===== src/rtl/slk_pkg.sv =====
package slk_pkg;

    localparam int TAG_W    = 5;
    localparam int PRED_W   = 2;
    localparam int HOPEST_W = 2;

    typedef enum logic [1:0] {
        Q_EMPTY  = 2'd0,
        Q_ACTIVE = 2'd1,
        Q_FULL   = 2'd2
    } slk_qstate_e;

    typedef struct packed {
        logic [PRED_W-1:0]   pred_cnt;
        logic                mine_hit;
        logic [HOPEST_W-1:0] hop_est;
    } slk_tag_t;

endpackage


===== src/rtl/slk_miss_pred.sv =====
module slk_miss_pred #(
    parameter int HIST_M = 4,
    parameter int MISS_T = 2
) (
    input  logic clk,
    input  logic rst_n,
    input  logic cmp_valid,
    input  logic cmp_l2_miss,
    output logic pred_miss
);

    logic [HIST_M-1:0] hist_q;

    always_ff @(posedge clk) begin
        if (!rst_n) begin
            hist_q <= '0;
        end else if (cmp_valid) begin
            hist_q <= {hist_q[HIST_M-2:0], cmp_l2_miss};
        end
    end

    always_comb begin
        pred_miss = ($countones(hist_q) >= MISS_T);
    end

    // The prediction may only change when a completion updates the history
    AST_PRED_STABLE: assert property (@(posedge clk) disable iff (!rst_n)
        !cmp_valid |=> $stable(pred_miss));

endmodule


===== src/rtl/slk_outq.sv =====
module slk_outq
    import slk_pkg::*;
#(
    parameter int DEPTH = 8,
    parameter int HOP_W = 4,
    parameter int IDX_W = $clog2(DEPTH)
) (
    input  logic             clk,
    input  logic             rst_n,
    input  logic             alloc,
    input  logic             alloc_pm,
    input  logic [HOP_W-1:0] alloc_hop,
    input  logic             cmp_valid,
    input  logic [IDX_W-1:0] cmp_slot,
    output logic             full,
    output logic             empty,
    output logic [IDX_W-1:0] free_idx,
    output logic [1:0]       pm_cnt,
    output logic [HOP_W-1:0] max_hop
);

    localparam int CNT_W = $clog2(DEPTH + 1);
    localparam int SUM_W = $clog2(DEPTH + 1);

    logic [DEPTH-1:0] ent_v;
    logic [DEPTH-1:0] ent_pm;
    logic [HOP_W-1:0] ent_hop [DEPTH];
    logic [CNT_W-1:0] cnt_q;
    logic [CNT_W-1:0] cnt_nx;
    logic             cmp_hit;
    logic [SUM_W-1:0] pm_sum;
    slk_qstate_e      state_q;
    slk_qstate_e      state_nx;

    assign cmp_hit = cmp_valid && ent_v[cmp_slot];

    // Entry storage: set on allocation, cleared on completion
    always_ff @(posedge clk) begin
        if (!rst_n) begin
            ent_v  <= '0;
            ent_pm <= '0;
            for (int i = 0; i < DEPTH; i++) ent_hop[i] <= '0;
        end else begin
            for (int i = 0; i < DEPTH; i++) begin
                if (alloc && (free_idx == IDX_W'(i))) begin
                    ent_v[i]   <= 1'b1;
                    ent_pm[i]  <= alloc_pm;
                    ent_hop[i] <= alloc_hop;
                end else if (cmp_hit && (cmp_slot == IDX_W'(i))) begin
                    ent_v[i] <= 1'b0;
                end
            end
        end
    end

    // Lowest free slot
    always_comb begin
        free_idx = '0;
        for (int i = DEPTH - 1; i >= 0; i--) begin
            if (!ent_v[i]) free_idx = IDX_W'(i);
        end
    end

    // Predicted-miss count and farthest predecessor
    always_comb begin
        pm_sum  = '0;
        max_hop = '0;
        for (int i = 0; i < DEPTH; i++) begin
            if (ent_v[i]) begin
                pm_sum = pm_sum + SUM_W'(ent_pm[i]);
                if (ent_hop[i] > max_hop) max_hop = ent_hop[i];
            end
        end
        pm_cnt = (pm_sum > SUM_W'(3)) ? 2'd3 : pm_sum[1:0];
    end

    // Occupancy counter
    always_ff @(posedge clk) begin
        if (!rst_n) cnt_q <= '0;
        else        cnt_q <= cnt_nx;
    end

    assign cnt_nx = cnt_q + CNT_W'(alloc) - CNT_W'(cmp_hit);

    // State register
    always_ff @(posedge clk) begin
        if (!rst_n) state_q <= Q_EMPTY;
        else        state_q <= state_nx;
    end

    // Next-state logic
    always_comb begin
        state_nx = state_q;
        unique case (state_q)
            Q_EMPTY: begin
                if (alloc) state_nx = (cnt_nx == CNT_W'(DEPTH)) ? Q_FULL : Q_ACTIVE;
            end
            Q_ACTIVE: begin
                if (cnt_nx == '0)                 state_nx = Q_EMPTY;
                else if (cnt_nx == CNT_W'(DEPTH)) state_nx = Q_FULL;
            end
            Q_FULL: begin
                if (cmp_hit) state_nx = (cnt_nx == '0) ? Q_EMPTY : Q_ACTIVE;
            end
            default: state_nx = Q_EMPTY;
        endcase
    end

    // Outputs from state
    always_comb begin
        full  = (state_q == Q_FULL);
        empty = (state_q == Q_EMPTY);
    end

    AST_NO_OVERFLOW: assert property (@(posedge clk) disable iff (!rst_n)
        cnt_q <= CNT_W'(DEPTH));

    AST_ALLOC_FREE: assert property (@(posedge clk) disable iff (!rst_n)
        alloc |-> !ent_v[free_idx]);

    AST_CMP_LIVE: assert property (@(posedge clk) disable iff (!rst_n)
        cmp_valid |-> ent_v[cmp_slot]);

    AST_FULL_HOLD: assert property (@(posedge clk) disable iff (!rst_n)
        (full && !cmp_valid) |=> full);

endmodule


===== src/rtl/slk_tag_est.sv =====
module slk_tag_est
    import slk_pkg::*;
#(
    parameter int CW     = 3,
    parameter int SELF_X = 3,
    parameter int SELF_Y = 3,
    parameter int DEPTH  = 8,
    parameter int HIST_M = 4,
    parameter int MISS_T = 2,
    parameter int IDX_W  = $clog2(DEPTH)
) (
    input  logic             clk,
    input  logic             rst_n,
    input  logic             req_valid,
    input  logic [CW-1:0]    req_dst_x,
    input  logic [CW-1:0]    req_dst_y,
    output logic             req_ready,
    output logic [TAG_W-1:0] req_tag,
    output logic [IDX_W-1:0] req_slot,
    input  logic             cmp_valid,
    input  logic [IDX_W-1:0] cmp_slot,
    input  logic             cmp_l2_miss
);

    localparam int            HOP_W = CW + 1;
    localparam logic [CW-1:0] SX    = CW'(SELF_X);
    localparam logic [CW-1:0] SY    = CW'(SELF_Y);

    logic             pred_miss;
    logic             q_full;
    logic             q_empty;
    logic [1:0]       pm_cnt;
    logic [HOP_W-1:0] max_hop;
    logic [CW-1:0]    dx;
    logic [CW-1:0]    dy;
    logic [HOP_W-1:0] own_hop;
    logic [HOP_W-1:0] hop_diff;
    logic             accept;
    slk_tag_t         tag_s;

    slk_miss_pred #(
        .HIST_M(HIST_M),
        .MISS_T(MISS_T)
    ) pred_i (
        .clk        (clk),
        .rst_n      (rst_n),
        .cmp_valid  (cmp_valid),
        .cmp_l2_miss(cmp_l2_miss),
        .pred_miss  (pred_miss)
    );

    slk_outq #(
        .DEPTH(DEPTH),
        .HOP_W(HOP_W),
        .IDX_W(IDX_W)
    ) outq_i (
        .clk      (clk),
        .rst_n    (rst_n),
        .alloc    (accept),
        .alloc_pm (pred_miss),
        .alloc_hop(own_hop),
        .cmp_valid(cmp_valid),
        .cmp_slot (cmp_slot),
        .full     (q_full),
        .empty    (q_empty),
        .free_idx (req_slot),
        .pm_cnt   (pm_cnt),
        .max_hop  (max_hop)
    );

    assign req_ready = !q_full;
    assign accept    = req_valid && req_ready;

    // Manhattan distance from this core
    always_comb begin
        dx      = (req_dst_x >= SX) ? (req_dst_x - SX) : (SX - req_dst_x);
        dy      = (req_dst_y >= SY) ? (req_dst_y - SY) : (SY - req_dst_y);
        own_hop = HOP_W'(dx) + HOP_W'(dy);
    end

    // Tag assembly
    always_comb begin
        hop_diff       = (max_hop > own_hop) ? (max_hop - own_hop) : '0;
        tag_s.pred_cnt = pm_cnt;
        tag_s.mine_hit = !pred_miss;
        tag_s.hop_est  = (hop_diff > HOP_W'(3)) ? 2'd3 : hop_diff[1:0];
        req_tag        = tag_s;
    end

    AST_EMPTY_TAG: assert property (@(posedge clk) disable iff (!rst_n)
        q_empty |-> (req_tag[4:3] == 2'b00 && req_tag[1:0] == 2'b00));

    AST_STALL_HOLD: assert property (@(posedge clk) disable iff (!rst_n)
        (!req_ready && !cmp_valid) |=> !req_ready);

endmodule


===== config.mk =====
export PLATFORM = sky130hd
export DESIGN_NAME = slk_tag_est
export DESIGN_NICKNAME = d
export VERILOG_FILES = /design/src/rtl/slk_pkg.sv /design/src/rtl/slk_miss_pred.sv /design/src/rtl/slk_outq.sv /design/src/rtl/slk_tag_est.sv
export SDC_FILE = /design/constraint.sdc
export NUM_CORES = 1
export LEC_CHECK = 0
export ABC_AREA = 1
export BUFFER_PORTS_ARGS = -buffer_cell sky130_fd_sc_hd__buf_2
export CAP_MARGIN = 10
export CORE_ASPECT_RATIO = 0.6
export CORE_MARGIN = 2
export CORE_UTILIZATION = 50
export DETAILED_ROUTE_END_ITERATION = 12
export PLACE_DENSITY = 0.69
export SETUP_SLACK_MARGIN = 0.02
export SKIP_LAST_GASP = 1
export SYNTH_ARGS = -nofsm -noshare
export SYNTH_HDL_FRONTEND = slang
export SYNTH_SLANG_ARGS = --single-unit

===== constraint.sdc =====
create_clock -name clk -period 8.3 [get_ports clk]
set_input_delay 1.245 -clock clk [delete_from_list [all_inputs] [get_ports clk]]
set_output_delay 1.245 -clock clk [all_outputs]
set_load 0.02 [all_outputs]

==> flow_summary_export.csv <==
group,metric,value,unit
cts,cts-htree-levels,3,
sta,rsz0062_at_grt,"true",
sta,setup_viol,2,
yosys,netlist_instances,647,
route,drtPass1Iterations,5,
route,dr_total_vias,4784,
yosys,synth_warnings,0,
floorplan,die_x,130.9,um
worst_setup_path,start_kind,"flip-flop",
cts,cts_root_buf,"clkbuf_16",
yosys,synth_top_cell_by_area,"edfxtp_1",
cts,cts_tree,"built",
cts,clkTransAtPathRegs,0.05,ns
cts,postCtsHoldBufs,0,
worst_setup_path,cpMostUsedCell,"nand2_4",
yosys,synth_cell_types,43,
place,portBuffers,22,
cts,clock-sinks,58,
sta,report.final.slew_viol_count,0,
route,drcViolationCount,0,
worst_setup_path,crit_fanout,6,
cts,clk_latency,0.33,ns
worst_setup_path,r2r_setup_slack,4.58,ns
yosys,synth.area.top_cells,"edfxtp_1, ha_1, dfxtp_1, nand2_1, inv_1",
route,wl_per_cell,15.12,um
yosys,synthArstFlopShare,0,%
global_route,track_usage,27.47,%
route,viasPerCell,5.286,
sta,worst_pin_slew,0.6258,ns
floorplan,core_area,9290,sq um
worst_setup_path,crit_path_end_kind,"output port",
floorplan,die_h,80.17,um
run_status,violations,"setup timing",
place,gp_congestion,0.8698,
layout,nNetsFinal,837,
global_route,grt_pass1_wl,22.33,mm
layout,drive_gt1_share,36.00,%
floorplan,io_pins,23,
power_and_ir_drop,total_power,1.522,mW
layout,most-common-layout-cells,"nand2_1, inv_1, buf_4, nor2_1, nand3_1",
sta,fin_ws,-1.275,ns
yosys,synth-edff-count,32,
global_route,antenna_found_initial,0,
place,place_ws,-1.132,ns
cts,numCtsBuffers,9,
yosys,yosysSeqAreaShare,30.64,%
floorplan,dieArea,10500,sq um
job,maxCapViolCount,0,
min_path,hp-class,"flip-flop to flip-flop",
floorplan,rows,27,
global_route,grt.overflow.total,0,
power_and_ir_drop,p_per_area,231.2,nW/um^2
global_route,grt_pass1_vias,4758,
cts,cts_buffer_depth,2,
worst_setup_path,cp_data_required_time,7.05,ns
sta,hold_viol,0,
global_route,grt_max_degree,31,
yosys,synth_flop_cell,"edfxtp_1",
route,wirelength,13.69,mm
sta,finalClockSkew,0.006787,ns
layout,num_antenna_cells,0,
yosys,ys_ff_latch,58,
sta,period_needed,9.575,ns
yosys,synth_top_area_share,19.88,%
power_and_ir_drop,power.leakage,3.164,nW
worst_setup_path,worstSetupPathType,"flip-flop to output port",
place,hpwl,9.505,mm
sta,max-slew-margin-rel,58.22,%
sta,period_share,115.4,%
route,first_iter_violations,425,
yosys,avgSynthCellArea,7.472,sq um
route,ant_nets,0,
layout,area_delta_synth_final,36.15,%
power_and_ir_drop,ir_drop,0.0001632,V
run_status,status,"finished, violations left",
yosys,synth_fp_nets,714,
worst_setup_path,cp.arrival,8.33,ns
yosys,synth_area,4835,sq um
floorplan,initial_core_util,52.04,%
worst_setup_path,crit_slowest_cell,"dfxtp_4",
sta,fmax,0.1044,GHz
worst_setup_path,slowest_delay,0.40,ns
cell families (layout without fill, tap and decap cells):
| kind of cell | Yosys count | in the layout | share of synthesized area (%) |
|---|---|---|---|
| compound gates | 81 | 81 | 9.783 |
| xor+xnor | 13 | 13 | 2.355 |
| fa+ha+maj | 53 | 53 | 14.34 |
| buf+inv | 119 | 247 | 9.291 |
| flops | 58 | 58 | 30.64 |
| simple gates | 323 | 323 | 33.59 |
worst max-delay path: cells and delay by family, from the launching register on:
kind                     cells  cell delay, ns
buffers and inverters       12            1.15
adder cells (fa/ha/maj)      7            1.92
flip-flops                   1            0.40
AO/OA/AOI/OAI               11            1.61
AND/OR/NAND/NOR             32            2.91
state kept, by name, summed over array words and instances (netlist names):
| name | flops |
|---|---|
| outq_i.ent_pm | 8 |
| outq_i.cnt_q | 4 |
| pred_i.hist_q | 4 |
| outq_i.ent_hop | 32 |
| outq_i.state_q | 2 |
| outq_i.ent_v | 8 |
layer usage:
metal / vias up / part of all wire (%) / GRT usage (%)
li1: 2364 / - / -
met1: 2222 / 45 / 35.29
met2: 160 / 47 / 46.32
met3: 38 / 5.8 / 4.930
met4: 0 / 2.5 / 10.11
met5: - / 0 / 0
path summary, 6_finish.rpt:
check | from | endpoint | cells after the start
min | outq_i.ent_pm[6] | outq_i.ent_pm[6] | 2
max | outq_i.ent_v[0] | req_tag[1] | 62
max reg2reg | outq_i.ent_v[4] | outq_i.state_q[0] | 18
min reg2reg | outq_i.ent_pm[6] | outq_i.ent_pm[6] | 2
cell type report:
class / instances / area [sq um]
clock buffer: 9 / 225.2
multi-input combinational: 470 / 3372
fill: 708 / 2708
timing repair buffer: 119 / 854.6
tap: 130 / 162.7
inverter: 112 / 422.9
clock inverter: 7 / 60.06
sequential: 58 / 1485
where the power goes:
part | leakage, nW | internal [mW] | switching [mW]
Combinational | 2.48 | 0.357 | 0.440
Sequential | 0.544 | 0.340 | 0.0302
Clock | 0.142 | 0.228 | 0.126
metrics by stage:
step | instances | setup TNS [ns] | hold slack (ns) | cell area (sq um) | util, %
after floorplan | 647 | -0.6886 | 0.4285 | 4964 | -
after global placement | 847 | -1.567 | 0.4517 | 5614 | 60.43
after detailed placement | 847 | -2.261 | 0.4610 | 5614 | 60.43
after CTS | 899 | -1.890 | 0.4684 | 6434 | 69.25
after global routing | 905 | -3.285 | 0.5013 | 6583 | 70.86
final | 905 | -2.550 | 0.4669 | 6583 | 70.86
Yosys cell counts (6+ instances only):
| library cell | n |
|---|---|
| a21oi_1 | 22 |
| a31oi_1 | 6 |
| xor2_1 | 8 |
| nand2_1 | 116 |
| dfxtp_1 | 26 |
| o21ai_0 | 31 |
| o31ai_1 | 8 |
| nand2_2 | 30 |
| nor2_1 | 70 |
| nand4_1 | 7 |
| inv_1 | 110 |
| nor3_1 | 7 |
| nand3_2 | 8 |
| nor2_4 | 6 |
| ha_1 | 49 |
| edfxtp_1 | 32 |
| nand3_1 | 51 |
| nand2_4 | 9 |
what timing repair did:
action,in CTS,in global routing
gates resized for setup,57,28
buffers inserted,36,6
pin swaps,46,51
endpoints found under the setup margin,2,2
endpoints found under the hold margin,0,0
cloned,0,0
(Power assumes the default switching activity.)
